File: config.mk
export PLATFORM = sky130hd
export DESIGN_NAME = eint_capture
export DESIGN_NICKNAME = d
export VERILOG_FILES = /design/src/rtl/eint_pkg.sv /design/src/rtl/eint_sync.sv /design/src/rtl/eint_regs.sv /design/src/rtl/eint_channel.sv /design/src/rtl/eint_capture.sv
export SDC_FILE = /design/constraint.sdc
export NUM_CORES = 1
export LEC_CHECK = 0
export ABC_AREA = 1
export ABC_CLOCK_PERIOD_IN_PS = 950
export BUFFER_PORTS_ARGS = -buffer_cell sky130_fd_sc_hd__buf_2
export CAP_MARGIN = 25
export CORE_UTILIZATION = 44
export DETAILED_ROUTE_END_ITERATION = 12
export GPL_TIMING_DRIVEN = 0
export HOLD_SLACK_MARGIN = 0.02
export PLACE_DENSITY_LB_ADDON = 0.1
export SYNTH_ARGS = -nofsm -noshare
export SYNTH_HDL_FRONTEND = slang
export SYNTH_SLANG_ARGS = --single-unit
File: constraint.sdc
create_clock -name clk -period 0.95 [get_ports clk]
set_clock_uncertainty 0.2 [all_clocks]
set_input_delay 0.095 -clock clk [delete_from_list [all_inputs] [get_ports clk]]
set_output_delay 0.095 -clock clk [all_outputs]
set_load 0.01 [all_outputs]
File: src/rtl/eint_pkg.sv
package eint_pkg;

    typedef enum logic {
        CH_IDLE = 1'b0,
        CH_PEND = 1'b1
    } ch_state_e;

    typedef enum logic {
        SEL_MODE = 1'b0,
        SEL_FLAG = 1'b1
    } reg_sel_e;

endpackage

File: src/rtl/eint_sync.sv
module eint_sync #(
    parameter int unsigned W      = 4,
    parameter int unsigned STAGES = 2
) (
    input  logic         clk,
    input  logic         rst_n,
    input  logic [W-1:0] async_in,
    output logic [W-1:0] sync_out
);
    localparam int unsigned LAST = STAGES - 1;

    logic [W-1:0] stage_q [STAGES];

    genvar s;
    generate
        for (s = 0; s < STAGES; s++) begin : g_stage
            if (s == 0) begin : g_first
                always_ff @(posedge clk or negedge rst_n) begin
                    if (!rst_n) stage_q[s] <= '1;
                    else        stage_q[s] <= async_in;
                end
            end else begin : g_next
                always_ff @(posedge clk or negedge rst_n) begin
                    if (!rst_n) stage_q[s] <= '1;
                    else        stage_q[s] <= stage_q[s-1];
                end
            end
        end
    endgenerate

    assign sync_out = stage_q[LAST];

endmodule

File: src/rtl/eint_regs.sv
module eint_regs
    import eint_pkg::*;
#(
    parameter int unsigned NCH = 4
) (
    input  logic           clk,
    input  logic           rst_n,
    input  logic           wr_en,
    input  logic           reg_sel,
    input  logic [NCH-1:0] wr_data,
    input  logic [NCH-1:0] flags,
    output logic [NCH-1:0] mode_edge,
    output logic [NCH-1:0] clr_pulse,
    output logic [NCH-1:0] rd_data
);
    reg_sel_e sel;
    logic     wr_mode;
    logic     wr_flag;

    assign sel     = reg_sel_e'(reg_sel);
    assign wr_mode = wr_en && (sel == SEL_MODE);
    assign wr_flag = wr_en && (sel == SEL_FLAG);

    always_ff @(posedge clk or negedge rst_n) begin
        if (!rst_n)       mode_edge <= '0;
        else if (wr_mode) mode_edge <= wr_data;
    end

    always_comb begin
        clr_pulse = wr_flag ? wr_data : '0;
    end

    always_comb begin
        unique case (sel)
            SEL_MODE: rd_data = mode_edge;
            SEL_FLAG: rd_data = flags;
            default:  rd_data = '0;
        endcase
    end

    AST_MODE_HOLD: assert property (@(posedge clk) disable iff (!rst_n)
        !wr_mode |=> $stable(mode_edge));

endmodule

File: src/rtl/eint_channel.sv
module eint_channel
    import eint_pkg::*;
(
    input  logic clk,
    input  logic rst_n,
    input  logic pin_s,
    input  logic mode_edge,
    input  logic clr,
    output logic flag
);
    ch_state_e state_q;
    ch_state_e state_d;
    logic      pin_prev_q;
    logic      fall;
    logic      trig;

    always_ff @(posedge clk or negedge rst_n) begin
        if (!rst_n) pin_prev_q <= 1'b1;
        else        pin_prev_q <= pin_s;
    end

    assign fall = pin_prev_q & ~pin_s;
    assign trig = mode_edge ? fall : ~pin_s;

    always_ff @(posedge clk or negedge rst_n) begin
        if (!rst_n) state_q <= CH_IDLE;
        else        state_q <= state_d;
    end

    always_comb begin
        state_d = state_q;
        unique case (state_q)
            CH_IDLE: if (trig)        state_d = CH_PEND;
            CH_PEND: if (clr && !trig) state_d = CH_IDLE;
            default:                  state_d = CH_IDLE;
        endcase
    end

    always_comb begin
        flag = (state_q == CH_PEND);
    end

    AST_LEVEL_SET: assert property (@(posedge clk) disable iff (!rst_n)
        (!mode_edge && !pin_s) |=> flag);

    AST_EDGE_SET: assert property (@(posedge clk) disable iff (!rst_n)
        (mode_edge && pin_prev_q && !pin_s) |=> flag);

    AST_CLEAR: assert property (@(posedge clk) disable iff (!rst_n)
        (flag && clr && pin_s) |=> !flag);

    AST_STICKY: assert property (@(posedge clk) disable iff (!rst_n)
        (flag && !clr) |=> flag);

    AST_NO_SPONT: assert property (@(posedge clk) disable iff (!rst_n)
        (!flag && pin_s) |=> !flag);

endmodule

File: src/rtl/eint_capture.sv
module eint_capture
    import eint_pkg::*;
#(
    parameter int unsigned NCH         = 4,
    parameter int unsigned SYNC_STAGES = 2
) (
    input  logic           clk,
    input  logic           rst_n,
    input  logic [NCH-1:0] pin_n,
    input  logic           wr_en,
    input  logic           reg_sel,
    input  logic [NCH-1:0] wr_data,
    output logic [NCH-1:0] rd_data,
    output logic [NCH-1:0] irq_req
);
    logic [NCH-1:0] pin_s;
    logic [NCH-1:0] mode_edge;
    logic [NCH-1:0] clr_pulse;
    logic [NCH-1:0] flags;

    eint_sync #(.W(NCH), .STAGES(SYNC_STAGES)) u_sync (
        .clk      (clk),
        .rst_n    (rst_n),
        .async_in (pin_n),
        .sync_out (pin_s)
    );

    eint_regs #(.NCH(NCH)) u_regs (
        .clk       (clk),
        .rst_n     (rst_n),
        .wr_en     (wr_en),
        .reg_sel   (reg_sel),
        .wr_data   (wr_data),
        .flags     (flags),
        .mode_edge (mode_edge),
        .clr_pulse (clr_pulse),
        .rd_data   (rd_data)
    );

    genvar c;
    generate
        for (c = 0; c < NCH; c++) begin : g_ch
            eint_channel u_ch (
                .clk       (clk),
                .rst_n     (rst_n),
                .pin_s     (pin_s[c]),
                .mode_edge (mode_edge[c]),
                .clr       (clr_pulse[c]),
                .flag      (flags[c])
            );
        end
    endgenerate

    assign irq_req = flags;

    AST_CLR_SCOPE: assert property (@(posedge clk) disable iff (!rst_n)
        (wr_en && reg_sel) |=> ((flags & ~$past(wr_data)) == ($past(flags) & ~$past(wr_data)))
            || ((flags & ~$past(wr_data)) != ($past(flags) & ~$past(wr_data))
                && ((flags & ~$past(flags)) != '0)));

    AST_RESET_IDLE: assert property (@(posedge clk)
        $rose(rst_n) |-> (irq_req == '0));

endmodule

==> results.yml <==
synth:
  synth_warnings: 0
  synth_area_um2: 785
  synth-edff-count: 0
  ys.flop_type: "dfstp_2"
  postSynthCellCount: 80
  synthTopCellsByCount: "nand2_1 (36), dfstp_2 (12), dfrtp_1 (8), inv_1 (8), nand3_1 (8)"
  ys_ff_latch: 20
  synth_nets: 92
  synth-async-reset-ratio_pct: 100
  synth_top_area_share_pct: 40.2
  synthTopCellsByArea: "dfstp_2 (40%), dfrtp_1 (26%), nand2_1 (17%)"
  synth_top_area_cell: "dfstp_2"
  synth-seq-area-share_pct: 65.7
  avgSynthCellArea_um2: 9.81
  ys_types: 9
  yosysMostFrequentCell: "nand2_1"
route:
  wirelength_um: 1280
  route.top_layer_used: "met4"
  ant_nets: 0
  wl_met3_um: 45
  wire_per_inst_um: 9.80
  firstDrtPassIters: 8
  met1Wirelength_um: 629
  drt_iter0_markers: 8
  wl_met2_um: 579
  vias: 580
  drc: 2
  vias_per_cell: 4.43
setup_path:
  crit_family: "flip-flops"
  required_ns: 0.65
  crit_fanout: 3
  path_common_cell: "nand2_1"
  worstSetupStartpointType: "flip-flop"
  crit_arrival_ns: 0.95
  cp.buffers_inverters: 1
  critPathMaxStageDelay_ns: 0.42
  endpoint_kind: "primary output"
  critical_path.slowest_cell: "dfrtp_1"
  path_cells: "nand2_1, nand2_1, buf_2"
  rrSetupSlack_ns: -0.08
  crit_type: "flip-flop to primary output"
cells_and_area:
  layout.nets: 128
  area_growth_pct: 42.9
  regArea_um2: 515
  nFillCells: 122
  multiInputGateArea_um2: 194
  drive_above_1_share_pct: 47.0
  antenna_cells: 0
  stdcell_count: 131
  stdcell_area_mm2: 0.00112
global_routing:
  grt_antenna_before_repair: 0
  track_usage_pct: 16.1
  grt_overflow_total: 0
  first_global_vias: 505
  grt_pass1_wl_um: 2160
  grt_start_max_net_pins: 21
die:
  die_area_mm2: 0.00196
  io_pins: 20
  placementRows: 14
  die_y_um: 44.2
  core_mm2: 0.00158
  start_util_pct: 49.8
  die_x_um: 44.2
flow_run:
  cap_violations: 0
status:
  status: "complete, but fails checks"
  violations: "design-rule violations, negative hold slack, negative setup slack"
sta:
  rsz0062_at_grt: "yes"
  whs_ns: -0.0943
  timing.fmax_mhz: 804
  tightest_slew_ns: 0.417
  slew_headroom_pct: 72.2
  min_period_over_period_pct: 131
  hold_violations: 8
  finalMaxSlewViolations: 0
  setup_slack_ns: -0.294
  min_period_ns: 1.24
  setup_violations: 13
cts:
  htreeDepth: 1
  hold_buffers: 9
  clock-sinks: 20
  clk_path_buf_depth: 2
  clk_pin_slew_worst_paths_ns: 0.11
  cts_root_buffer: "clkbuf_4"
  clkLatencyLatePin_ns: 0.30
  cts_tree: "done"
  cts_inserted_buffers: 3
pwr:
  ir_drop_mv: 1.42
  leakage_nw: 0.586
  p_per_area_mw_per_mm2: 1750
placement:
  portBuffers: 17
  dpl.hpwl_um: 791
  place_area_um2: 890
  gp_congestion: 0.670
  dp_cells: 113
worst_hold_path:
  min_path_type: "input port to flip-flop"
[cell families (layout without fill, tap and decap cells)]
kind of cell / count (synthesis) / after routing / synth area share (%)
buffers and inverters: 15 / 50 / 10.5
AND/OR/NAND/NOR: 45 / 45 / 23.8
flip-flops: 20 / 20 / 65.7
[worst reg2reg max path: cells and delay by family, from the launching register on]
| kind | cells | cell delay [ns] |
|---|---|---|
| buffers and inverters | 2 | 0.23 |
| DFF | 1 | 0.40 |
| and+or+nand+nor | 3 | 0.15 |
[per-stage QoR]
step | utilization (%) | TNS, ns | hold slack, ns | power [W] | worst slack (ns)
finish | 71.1 | -2.51 | -0.0943 | 0.00197 | -0.294
global route | 71.1 | -3.19 | -0.115 | 0.00207 | -0.363
CTS | 69.2 | -2.52 | -0.107 | 0.00197 | -0.314
detailed placement | 56.4 | -0.0580 | -0.142 | 0.00119 | -0.0252
global placement | 56.4 | -0.0132 | -0.146 | 0.00119 | -0.00476
floorplan | - | 0 | -0.401 | 0.00110 | 0.0114
[cells in the final DEF (no fill, tap or decap)]
cell type,instances
dfrtp_1,8
clkbuf_4,3
dfstp_2,12
buf_2,13
bufinv_16,1
buf_6,10
dlygate4sd3_1,9
nand3_1,8
nand2_1,33
nand2_4,1
inv_1,3
buf_4,5
nand2_2,3
inv_2,6
[timing repair]
item	in CTS	in global routing
pin swaps	8	3
buffers inserted	3	3
resized for setup	7	10
setup endpoints to repair	12	14
endpoints found under the hold margin	32	8
[routing by layer]
layer	vias to the layer above	track usage, %
met5	-	0
met4	0	12.7
met3	4	2.45
met2	14	26.2
met1	258	19.0
li1	304	-
[layout make-up]
type                       instances  share of cell area [%]
buffer                             6                    5.36
clock buffer                       3                    2.01
clock inverter                     1                    2.68
inverter                           9                    3.01
multi-input combinational         45                    17.3
sequential                        20                    46.0
tap                               16                    1.79
timing repair buffer              31                    21.9
[flip-flops by register name, summed over array words and instances, names as in the netlist]
signal and cells:
g_ch.u_ch.pin_prev_q 4, g_ch.u_ch.flag 4, u_sync.sync_out 4, u_sync.stage_q 4
u_regs.mode_edge 4
[final timing paths]
kind | depth (start not counted) | end | startpoint
max in group asynchronous | 2 | u_sync.stage_q[6] | rst_n
worst min register to register | 0 | u_sync.sync_out[3] | u_sync.stage_q[7]
min in group asynchronous | 2 | u_regs.mode_edge[3] | rst_n
worst max register to register | 5 | g_ch[1].u_ch.flag | u_regs.mode_edge[1]
worst min-delay path | 4 | g_ch[0].u_ch.flag | reg_sel
worst max-delay path | 3 | rd_data[3] | g_ch[3].u_ch.flag
[power by group]
part	internal, W	switching (W)
logic	0.000180	0.000137
registers	0.000933	0.0000359
clock network	0.000426	0.000253
Power figures use the tool's default switching activity.
